## src/rtl/sctg_pkg.sv

```systemverilog
package sctg_pkg;

  typedef enum logic [1:0] {
    ST_IDLE  = 2'd0,
    ST_SETUP = 2'd1,
    ST_CLK   = 2'd2,
    ST_HOLD  = 2'd3
  } sctg_state_e;

endpackage

```

## src/rtl/sctg_cs_map.sv

```systemverilog
module sctg_cs_map #(
  parameter int CS_W = 4
) (
  input  logic [CS_W-1:0] sel,
  input  logic            dec_en,
  output logic [CS_W-1:0] pat
);

  // One line per output bit: raw code in decoder mode, else active-low one-hot.
  for (genvar i = 0; i < CS_W; i++) begin : g_line
    assign pat[i] = dec_en ? sel[i] : (sel != CS_W'(i));
  end

endmodule

```

## src/rtl/sctg_clkdiv.sv

```systemverilog
module sctg_clkdiv #(
  parameter int DIV_W = 4
) (
  input  logic             clk,
  input  logic             rst,
  input  logic             run,
  input  logic             cpol,
  input  logic             cpha,
  input  logic [DIV_W-1:0] baud,
  output logic             sclk,
  output logic             edge_now,
  output logic             lead_now,
  output logic             sample_stb,
  output logic             shift_stb
);

  logic [DIV_W-1:0] hc;
  logic             lead_q;

  assign edge_now = run && (hc == baud);
  assign lead_now = lead_q;

  always_ff @(posedge clk) begin
    if (rst) begin
      hc         <= '0;
      lead_q     <= 1'b1;
      sclk       <= 1'b0;
      sample_stb <= 1'b0;
      shift_stb  <= 1'b0;
    end else begin
      sample_stb <= edge_now && (lead_q ^ cpha);
      shift_stb  <= edge_now && !(lead_q ^ cpha);
      if (!run) begin
        hc     <= '0;
        lead_q <= 1'b1;
        sclk   <= cpol;
      end else if (edge_now) begin
        hc     <= '0;
        lead_q <= !lead_q;
        sclk   <= !sclk;
      end else begin
        hc <= hc + 1'b1;
      end
    end
  end

  a_r2_rest_level: assert property (@(posedge clk) disable iff (rst)
    !run |=> (sclk == $past(cpol)));

  a_r1_no_toggle_between_edges: assert property (@(posedge clk) disable iff (rst)
    (run && !edge_now) |=> $stable(sclk));

  a_r3_edge_gives_strobe: assert property (@(posedge clk) disable iff (rst)
    edge_now |=> ((sample_stb || shift_stb) && (sclk != $past(sclk))));

  a_r3_single_strobe: assert property (@(posedge clk) disable iff (rst)
    !(sample_stb && shift_stb));

endmodule

```

## src/rtl/sctg_gap_guard.sv

```systemverilog
module sctg_gap_guard #(
  parameter int DIV_W = 4,
  parameter int DLY_W = 8,
  parameter int GAP_W = 10
) (
  input  logic             clk,
  input  logic             rst,
  input  logic             in_idle,
  input  logic             restart,
  input  logic [DIV_W-1:0] baud,
  input  logic [DLY_W-1:0] desel_dly,
  input  logic [DLY_W-1:0] switch_dly,
  input  logic             dev_change,
  output logic             ok
);

  localparam logic [GAP_W-1:0] SAT = '1;

  logic [GAP_W-1:0] since;
  logic [GAP_W-1:0] need;

  // Minimum select-high time: programmed count + one serial period + one clock.
  always_comb begin
    need = GAP_W'(desel_dly) + (GAP_W'(baud) << 1) + GAP_W'(3);
    if (dev_change) need = need + GAP_W'(switch_dly);
  end

  assign ok = (since >= need);

  always_ff @(posedge clk) begin
    if (rst) begin
      since <= SAT;
    end else if (restart) begin
      since <= GAP_W'(1);
    end else if (in_idle && (since != SAT)) begin
      since <= since + 1'b1;
    end
  end

  a_r8_counter_saturates: assert property (@(posedge clk) disable iff (rst)
    (in_idle && !restart && (since == SAT)) |=> (since == SAT));

  a_r8_restart_clears: assert property (@(posedge clk) disable iff (rst)
    restart |=> !ok);

endmodule

```

## src/rtl/sclk_cs_timer.sv

```systemverilog
module sclk_cs_timer
  import sctg_pkg::*;
#(
  parameter int CS_W  = 4,
  parameter int DIV_W = 4,
  parameter int DLY_W = 8
) (
  input  logic             clk,
  input  logic             rst,
  input  logic             cfg_enable,
  input  logic             cfg_cpol,
  input  logic             cfg_cpha,
  input  logic [DIV_W-1:0] cfg_baud,
  input  logic [CS_W-1:0]  cfg_cs_field,
  input  logic             cfg_decode,
  input  logic [DLY_W-1:0] cfg_lead_dly,
  input  logic [DLY_W-1:0] cfg_trail_dly,
  input  logic [DLY_W-1:0] cfg_desel_dly,
  input  logic [DLY_W-1:0] cfg_switch_dly,
  input  logic             req_start,
  input  logic             req_stop,
  output logic             sclk,
  output logic [CS_W-1:0]  cs_n,
  output logic             sample_stb,
  output logic             shift_stb,
  output logic             idle
);

  localparam int BASE_W = (DLY_W > DIV_W + 1) ? DLY_W : DIV_W + 1;
  localparam int CNT_W  = BASE_W + 2;

  sctg_state_e      st, st_n;
  logic [CNT_W-1:0] cnt, cnt_n;
  logic [CS_W-1:0]  cs_q, cs_nx, last_pat, last_pat_n, pat;
  logic             idle_q, restart, gap_ok, edge_now, lead_now, run;

  assign run = (st == ST_CLK);

  sctg_cs_map #(.CS_W(CS_W)) u_map (
    .sel    (cfg_cs_field),
    .dec_en (cfg_decode),
    .pat    (pat)
  );

  sctg_clkdiv #(.DIV_W(DIV_W)) u_div (
    .clk        (clk),
    .rst        (rst),
    .run        (run),
    .cpol       (cfg_cpol),
    .cpha       (cfg_cpha),
    .baud       (cfg_baud),
    .sclk       (sclk),
    .edge_now   (edge_now),
    .lead_now   (lead_now),
    .sample_stb (sample_stb),
    .shift_stb  (shift_stb)
  );

  sctg_gap_guard #(.DIV_W(DIV_W), .DLY_W(DLY_W), .GAP_W(CNT_W)) u_guard (
    .clk        (clk),
    .rst        (rst),
    .in_idle    (st == ST_IDLE),
    .restart    (restart),
    .baud       (cfg_baud),
    .desel_dly  (cfg_desel_dly),
    .switch_dly (cfg_switch_dly),
    .dev_change (pat != last_pat),
    .ok         (gap_ok)
  );

  always_comb begin
    st_n       = st;
    cnt_n      = cnt;
    cs_nx      = cs_q;
    last_pat_n = last_pat;
    restart    = 1'b0;
    if (!cfg_enable) begin
      st_n    = ST_IDLE;
      cs_nx   = '1;
      restart = (st != ST_IDLE);
    end else begin
      unique case (st)
        ST_IDLE: begin
          cs_nx = '1;
          if (req_start && gap_ok) begin
            st_n       = ST_SETUP;
            cnt_n      = CNT_W'(cfg_lead_dly);
            cs_nx      = pat;
            last_pat_n = pat;
          end
        end
        ST_SETUP: begin
          if (cnt == '0) st_n = ST_CLK;
          else           cnt_n = cnt - CNT_W'(1);
        end
        ST_CLK: begin
          // Stop only on a trailing edge so that whole periods are sent.
          if (edge_now && !lead_now && req_stop) begin
            st_n  = ST_HOLD;
            cnt_n = CNT_W'(cfg_trail_dly) + (CNT_W'(cfg_baud) << 1) + CNT_W'(4);
          end
        end
        ST_HOLD: begin
          if (cnt == '0) begin
            st_n    = ST_IDLE;
            cs_nx   = '1;
            restart = 1'b1;
          end else begin
            cnt_n = cnt - CNT_W'(1);
          end
        end
        default: st_n = ST_IDLE;
      endcase
    end
  end

  always_ff @(posedge clk) begin
    if (rst) begin
      st       <= ST_IDLE;
      cnt      <= '0;
      cs_q     <= '1;
      last_pat <= '1;
      idle_q   <= 1'b1;
    end else begin
      st       <= st_n;
      cnt      <= cnt_n;
      cs_q     <= cs_nx;
      last_pat <= last_pat_n;
      idle_q   <= (st_n == ST_IDLE);
    end
  end

  assign cs_n = cs_q;
  assign idle = idle_q;

  a_r10_disable_releases: assert property (@(posedge clk) disable iff (rst)
    !cfg_enable |=> ((cs_n == '1) && idle));

  a_r8_guard_blocks_start: assert property (@(posedge clk) disable iff (rst)
    ((st == ST_IDLE) && !gap_ok) |=> (st == ST_IDLE));

  a_r11_select_implies_busy: assert property (@(posedge clk) disable iff (rst)
    (cs_n != '1) |-> !idle);

  a_r7_hold_at_rest: assert property (@(posedge clk) disable iff (rst)
    (st == ST_HOLD) |-> (sclk == cfg_cpol));

  a_r6_setup_at_rest: assert property (@(posedge clk) disable iff (rst)
    (st == ST_SETUP) |-> (sclk == cfg_cpol));

endmodule

```

## config.mk

```make
export PLATFORM = sky130hd
export DESIGN_NAME = sclk_cs_timer
export DESIGN_NICKNAME = d
export VERILOG_FILES = /design/src/rtl/sctg_pkg.sv /design/src/rtl/sctg_cs_map.sv /design/src/rtl/sctg_clkdiv.sv /design/src/rtl/sctg_gap_guard.sv /design/src/rtl/sclk_cs_timer.sv
export SDC_FILE = /design/constraint.sdc
export NUM_CORES = 1
export LEC_CHECK = 0
export BUFFER_PORTS_ARGS = -buffer_cell sky130_fd_sc_hd__buf_4
export CORE_MARGIN = 1
export CORE_UTILIZATION = 40
export CTS_CLUSTER_SIZE = 10
export DETAILED_ROUTE_END_ITERATION = 12
export RECOVER_POWER = 50
export SYNTH_ARGS = -nofsm -noshare
export SYNTH_HDL_FRONTEND = slang
export SYNTH_SLANG_ARGS = --single-unit
```

## constraint.sdc

```tcl
create_clock -name clk -period 9.7 [get_ports clk]
set_input_delay 0.485 -clock clk [delete_from_list [all_inputs] [get_ports clk]]
set_output_delay 0.485 -clock clk [all_outputs]
set_load 0.05 [all_outputs]
```

==> flow_summary_export.csv, run 1 <==
group,metric,value,unit
final_layout,finalInstanceArea,3851,um2
floorplanning,dieArea,8648,um2
logic_synthesis,synth_cell_type_count,65,
clock_tree,clkLatencyLatePin,0.29,ns
logic_synthesis,postSynthAreaPerCell,8.058,um2
logic_synthesis,ys_ff_latch,39,
sta,finalMaxSlewViolations,0,
hold_path,hold_end,"u_div.sclk$_SDFFE_PP0P_",
logic_synthesis,netlist_top_cells_count,"39 x dfxtp_1, 37 x nand2_1, 34 x ha_1",
hold_path,worstHoldPathType,"primary input to register",
logic_synthesis,ys_seq_area_share,23.57,%
worst_setup_path,r2r-start,"last_pat[3]$_SDFFE_PP1P_",
clock_tree,postCtsHoldBufs,0,
clock_tree,cts_setup_buffers,0,
drt,avgViaCountPerCell,5.458,
final_layout,antenna_cells,0,
worst_setup_path,r2r_slack,6.21,ns
floorplanning,core_area,7848,um2
clock_tree,cts.sinks,39,
global_routing,grt_pass1_wl,13470,um
global_routing,first_global_vias,2945,
sta,fin_crit_sh,48.34,%
sta,skew,0.006140,ns
power,peakVddDrop,0.07479,mV
placement,finalWeightedCongestion,0.7918,
final_layout,area_delta_synth_final,16.28,%
floorplanning,die_x,93.00,um
worst_setup_path,r2r_end,"cnt[2]$_SDFFE_PP0P_",
floorplanning,ios,56,
drt,first_pass_iters,4,
worst_setup_path,ff2ff_path_depth,10,
final_layout,final_layout_size_suffix_gt1_share,13.58,%
placement,dpl.hpwl,6320,um
job,maxCapViolations,0,
drt,wl_per_cell,13.93,um
sta,hold_violations,0,
floorplanning,dieHeight,93.00,um
worst_setup_path,required,9.89,ns
drt,routed_wl,7887,um
drt,num_vias,3089,
logic_synthesis,syn_inst,411,
final_layout,layout.nets,548,
worst_setup_path,critical_path_class,"primary input to register",
drt,antenna_left,0,
logic_synthesis,async_flop_share,0,%
sta,setup_tns,0,ns
logic_synthesis,dominantRegCellSynth,"dfxtp_1",
worst_setup_path,worst_setup_path_start_kind,"primary input",
logic_synthesis,synth_most_common_cell,"dfxtp_1",
logic_synthesis,synth_edf_count,0,
floorplanning,start_util,42.20,%
hold_path,hold_start,"cfg_cpol",
drt,drtIter0Drc,115,
clock_tree,clk_path_buf_depth,2,
global_routing,antenna_found_initial,0,
logic_synthesis,netlist.area_leader.share,23.57,%
worst_setup_path,cp.arrival,4.88,ns
global_routing,grtUsageTotal,19.17,%
sta,fin_crit,4.689,ns
power,p_per_area,194.3,nW/um2
logic_synthesis,synthesis.nets,496,
clock_tree,htree_levels,2,
sta,final-setup-viol-count,0,
outcome,status,"finished, final reports clean",
drt,drc_errors,0,
clock_tree,cts_buffers,5,
logic_synthesis,synth_area_leaders,"dfxtp_1 24%, ha_1 13%, xnor2_1 4.8%, xor2_1 4.2%, nand2_1 4.2%",
sta,fmax,213.3,MHz
sta,worst_slew_pin_slew,0.8570,ns
clock_tree,cts_resized,0,
worst_setup_path,worst-path-max-fanout,7,
clock_tree,root_buffer,"clkbuf_8",
placement,place_area,3807,um2
final_layout,final.fill_count,814,
placement,port-buffer-count,55,
clock_tree,clkTransAtPathRegs,0.08,ns
clock_tree,cts_tree,"done",
sta,slew_headroom,42.79,%
global_routing,grt_max_degree,28,
worst_setup_path,end_kind,"register",
sta,rsz0062_at_grt,"false",
hold_path,hold_path_depth,3,
power,leakage,1.663,nW
floorplanning,std_cell_rows,32,
logic_synthesis,synth.largest_area_cell,"dfxtp_1",
logic_synthesis,syn-cell-area,3312,um2
global_routing,gr-total-overflow,0,
logic_synthesis,yosys_warnings,0,
## worst max-delay path by stage
stage                     start                   to  slack [ns]
detailed placement  cfg_baud[0]  cnt[2]$_SDFFE_PP0P_        4.68
finish              cfg_baud[0]  cnt[2]$_SDFFE_PP0P_        5.01
floorplan           cfg_baud[0]  cnt[2]$_SDFFE_PP0P_        5.31
global route        cfg_baud[0]  cnt[3]$_SDFFE_PP0P_        4.51
global placement    cfg_baud[0]  cnt[4]$_SDFFE_PP0P_        4.81
CTS                 cfg_baud[0]  cnt[2]$_SDFFE_PP0P_        5.01
## final cells by class
cell class / count / area (um2) / area share, %
Tap cell: 102 / 127.6 / 3.314
Multi-Input combinational cell: 339 / 2392 / 62.12
Inverter: 23 / 86.33 / 2.242
Timing Repair Buffer: 55 / 382.9 / 9.942
Clock buffer: 7 / 76.32 / 1.982
Sequential cell: 39 / 780.7 / 20.27
Clock inverter: 1 / 5.005 / 0.1300
## metal layers
metal  GRT usage [%]  wire length [um]  share of wire (%)  vias to the layer above
li1                -                 -                  -                     1609
met1           25.29              3809                 48                     1422
met2           32.90              3739                 47                       52
met3           3.577               286                3.6                        6
met4           3.077                52               0.66                        0
met5               0                 0                  0                        -
## registers in the layout (all words and copies together) (netlist names)
register          flops
u_div.sample_stb      1
u_div.hc              4
u_div.sclk            1
u_div.shift_stb       1
cnt                  10
u_guard.since        10
cs_n                  4
last_pat              4
idle                  1
st                    2
u_div.lead_now        1
## per-stage QoR
| step | setup slack [ns] | util (%) | total power, mW | std cells | hold WS (ns) |
|---|---|---|---|---|---|
| after floorplan | 5.306 | - | 0.5485 | 411 | 0.4398 |
| after global routing | 4.513 | 49.08 | 0.8189 | 566 | 0.4502 |
| after detailed placement | 4.682 | 48.52 | 0.6466 | 558 | 0.4632 |
| after global placement | 4.809 | 48.52 | 0.6383 | 558 | 0.4646 |
| after CTS | 5.006 | 49.55 | 0.7562 | 566 | 0.4264 |
| final | 5.011 | 49.08 | 0.7483 | 566 | 0.4277 |
## worst max-delay path, stage by stage
cell and delay (ns):
buf_4 0.13, ha_1 0.22, fa_1 0.41, xor2_1 0.27, and3b_1 0.26, nand2b_1 0.07, o311ai_1 0.36, xor2_1 0.15
ha_1 0.24, o41ai_1 0.47, xnor2_1 0.17, nand2_1 0.07, o21ai_1 0.11, ha_1 0.27, a21oi_1 0.16, o21ai_1 0.11
a21boi_1 0.29, o21a_1 0.31, nor2_1 0.12, a32o_1 0.22
## placed cells by master, fill, tap and decap left out, types with 3 or more instances in the layout
cell | netlist | routed
nand3_1 | 19 | 19
clkbuf_1 | 8 | 10
a211oi_1 | 4 | 4
a31oi_1 | 7 | 7
mux2i_1 | 6 | 6
clkbuf_8 | 0 | 5
and3_1 | 3 | 3
o32ai_1 | 4 | 4
o21bai_1 | 6 | 6
ha_1 | 34 | 34
nor2_1 | 33 | 34
a21o_1 | 9 | 9
o21a_1 | 6 | 6
nand4_1 | 5 | 5
fa_1 | 3 | 3
o31ai_1 | 3 | 4
xnor2_1 | 18 | 18
o21ai_0 | 19 | 20
dfxtp_1 | 39 | 39
buf_4 | 0 | 47
o21ai_1 | 16 | 15
nor3_1 | 9 | 9
a32o_1 | 3 | 3
o211ai_1 | 3 | 3
nand2b_1 | 6 | 6
inv_1 | 22 | 22
a21oi_1 | 23 | 23
nor2b_1 | 5 | 5
xor2_1 | 16 | 16
nor4_1 | 4 | 4
nand2_1 | 37 | 37
## logic make-up (layout without fill, tap and decap cells)
| group | Yosys count | in the layout | share of synthesized area (%) |
|---|---|---|---|
| AND/OR/NAND/NOR | 137 | 137 | 21.12 |
| AO/OA/AOI/OAI | 125 | 125 | 25.88 |
| flip-flops | 39 | 39 | 23.57 |
| adder cells (fa/ha/maj) | 37 | 37 | 14.66 |
| XOR/XNOR | 34 | 34 | 8.991 |
| buffers and inverters | 33 | 86 | 3.967 |
| multiplexers | 6 | 6 | 1.813 |
## power by group
part | internal, mW | leakage, nW | switching [mW]
Sequential | 0.186 | 0.319 | 0.0338
Clock | 0.0506 | 0.0422 | 0.0592
Combinational | 0.182 | 1.30 | 0.236
No activity file was read; power rests on OpenSTA's default activity.
==> inputs of run 2 (changes only) <==
clock period = 4.66 ns   (was 9.7 ns; I/O delays follow)
==> run 2 against run 1 <==
  * Non-clock buffer count up 4
  * Clock power up 130%
  * Critical path type unchanged
  * Largest power group unchanged
  * Sequential share of layout area down 0.18 points
  * Flip-flop and latch count unchanged
  * Core utilization up 0.45 points
  * Hold slack worse by 0.25 ns
  * Via count about the same
  * Critical path depth up 1
  * Combinational power up 120%
==> flow_summary_export.csv, run 2 (synthesis results as in run 1) <==
group,metric,value,unit
worst_setup_path,cp.arrival,4.50,ns
power,sw_frac_of_total,43.89,%
drt,drtIter0Drc,116,
final_layout,largestRegisters,"cnt x10, u_guard.since x10",
power,clock_power_share,15.6,%
drt,routed_wl,8062,um
final_layout,multiInputGateArea,2380,um2
worst_setup_path,critical_path_class,"primary input to register",
clock_tree,clkLatencyLatePin,0.30,ns
worst_setup_path,max_stage_delay,0.41,ns
sta,skew,0.004963,ns
floorplanning,start_util,42.20,%
global_routing,grt_max_degree,28,
job,maxCapViolations,0,
sta,rsz0062_at_grt,"false",
worst_setup_path,required,4.85,ns
final_layout,layout.nets,552,
global_routing,gr-total-overflow,0,
outcome,status,"finished, final reports clean",
sta,slew_headroom,41.30,%
power,pwr-share-seq,28.3,%
clock_tree,cts_tree,"done",
drt,num_vias,3088,
global_routing,grt_pass1_wl,13730,um
sta,fin_crit,4.304,ns
clock_tree,clk_path_buf_depth,2,
clock_tree,clkTransAtPathRegs,0.08,ns
floorplanning,std_cell_rows,32,
clock_tree,cts_resized,0,
final_layout,layout_common_cells,"51 x buf_4, 39 x dfxtp_1, 37 x nand2_1, 34 x ha_1, 33 x nor2_1",
sta,worst_slew_pin_slew,0.8793,ns
worst_setup_path,cpMostUsedCell,"ha_1",
floorplanning,die_x,93.00,um
power,internal_power,0.9059,mW
clock_tree,cts.sinks,39,
final_layout,layout_commonest_cell,"buf_4",
worst_setup_path,end_kind,"register",
power,leakage,1.677,nW
clock_tree,htree_levels,2,
final_layout,final.fill_count,801,
placement,dpl.hpwl,6421,um
sta,hold_violations,0,
placement,place_area,3837,um2
sta,finalMaxSlewViolations,0,
placement,dp_slack,0.1052,ns
power,p_per_area,415.4,nW/um2
global_routing,antenna_found_initial,0,
sta,final-setup-viol-count,0,
placement,finalWeightedCongestion,0.8482,
floorplanning,dieHeight,93.00,um
clock_tree,cts_buffers,5,
global_routing,grtUsageTotal,19.91,%
floorplanning,ios,56,
sta,finalWorstSetupSlack,0.3561,ns
drt,wl_per_cell,14.14,um
final_layout,final_layout_size_suffix_gt1_share,14.74,%
sta,fmax,232.3,MHz
final_layout,area_delta_synth_final,17.34,%
worst_setup_path,crit_chain,"buf_4 > ha_1 > fa_1 > a21o_1 > a21oi_1 > xor2_1 > xnor2_1 > ha_1 > or2_1 > o311a_1 > o21a_1 > o21ai_0 > xor2_1 > ha_1 > nand2_1 > o21ai_1 > a21boi_1 > buf_4 > o21ai_4 > nand3_1 > a32o_1",
power,power_frac_comb,56.1,%
global_routing,first_global_vias,2920,
clock_tree,cts_setup_buffers,0,
worst_setup_path,worst_setup_path_start_kind,"primary input",
clock_tree,root_buffer,"clkbuf_8",
worst_setup_path,worst_path_max_delay_cell,"fa_1",
floorplanning,core_area,7848,um2
sta,fin_crit_sh,92.36,%
hold_path,worstHoldPathType,"primary input to register",
drt,avgViaCountPerCell,5.418,
drt,drc_errors,0,
placement,port-buffer-count,55,
worst_setup_path,worst-path-max-fanout,10,
drt,antenna_left,0,
power,power.net_switching,0.7085,mW
final_layout,antenna_cells,0,
power,peakVddDrop,0.1436,mV
floorplanning,dieArea,8648,um2
final_layout,finalInstanceArea,3886,um2
final_layout,ff_latch_area,780.7,um2
clock_tree,postCtsHoldBufs,0,
drt,first_pass_iters,4,
sta,setup_tns,0,ns
power,p_total,1.614,mW
run 2: final timing paths:
check,slack (ns),end,cells past startpoint,from
worst max-delay path,0.36,cnt[3]$_SDFFE_PP0P_,21,cfg_baud[0]
worst min-delay path,0.18,u_div.sclk$_SDFFE_PP0P_,3,cfg_cpol
worst max register to register,1.77,cnt[2]$_SDFFE_PP0P_,12,last_pat[3]$_SDFFE_PP1P_
worst min register to register,0.48,cs_n[2]$_SDFFE_PP1P_,2,cs_n[2]$_SDFFE_PP1P_
run 2: power groups by stage:
stage          Sequential, mW  Clock (mW)  Combinational (mW)
2_1_floorplan           0.452           0               0.690
3_3_place_gp            0.465           0               0.896
3_5_place_dp            0.467           0               0.913
4_1_cts                 0.459       0.263               0.919
5_1_grt                 0.467       0.278                1.02
6_report                0.457       0.252               0.905
run 2: metal layers:
metal / vias up / global-route usage (%) / share of wire, %
li1: 1618 / - / -
met1: 1396 / 26.79 / 48
met2: 66 / 32.05 / 47
met3: 8 / 3.984 / 3.7
met4: 0 / 5.897 / 1.1
met5: - / 0 / 0
run 2: critical path, delay by kind of cell:
family / cells / cell delay [ns]
AOI/OAI and AO/OA: 9 / 1.82
xor gates and xnor gates: 3 / 0.49
adders and majority gates: 4 / 1.22
buffers and inverters: 2 / 0.28
and+or+nand+nor: 3 / 0.45
run 2: per-stage QoR:
step                      utilization (%)  instances  hold WS (ns)
after global routing                49.52        570        0.2055
final                               49.52        570        0.1782
after CTS                           50.16        570        0.1637
after detailed placement            48.90        562        0.4673
after floorplan                         -        411        0.3559
after global placement              48.90        562        0.4651
run 2: final cells by class:
cell class	count	area share, %
Clock inverter	2	0.4185
Inverter	23	2.222
Sequential cell	39	20.09
Tap cell	102	3.284
Multi-Input combinational cell	339	61.24
Clock buffer	6	2.125
Timing Repair Buffer	59	10.62
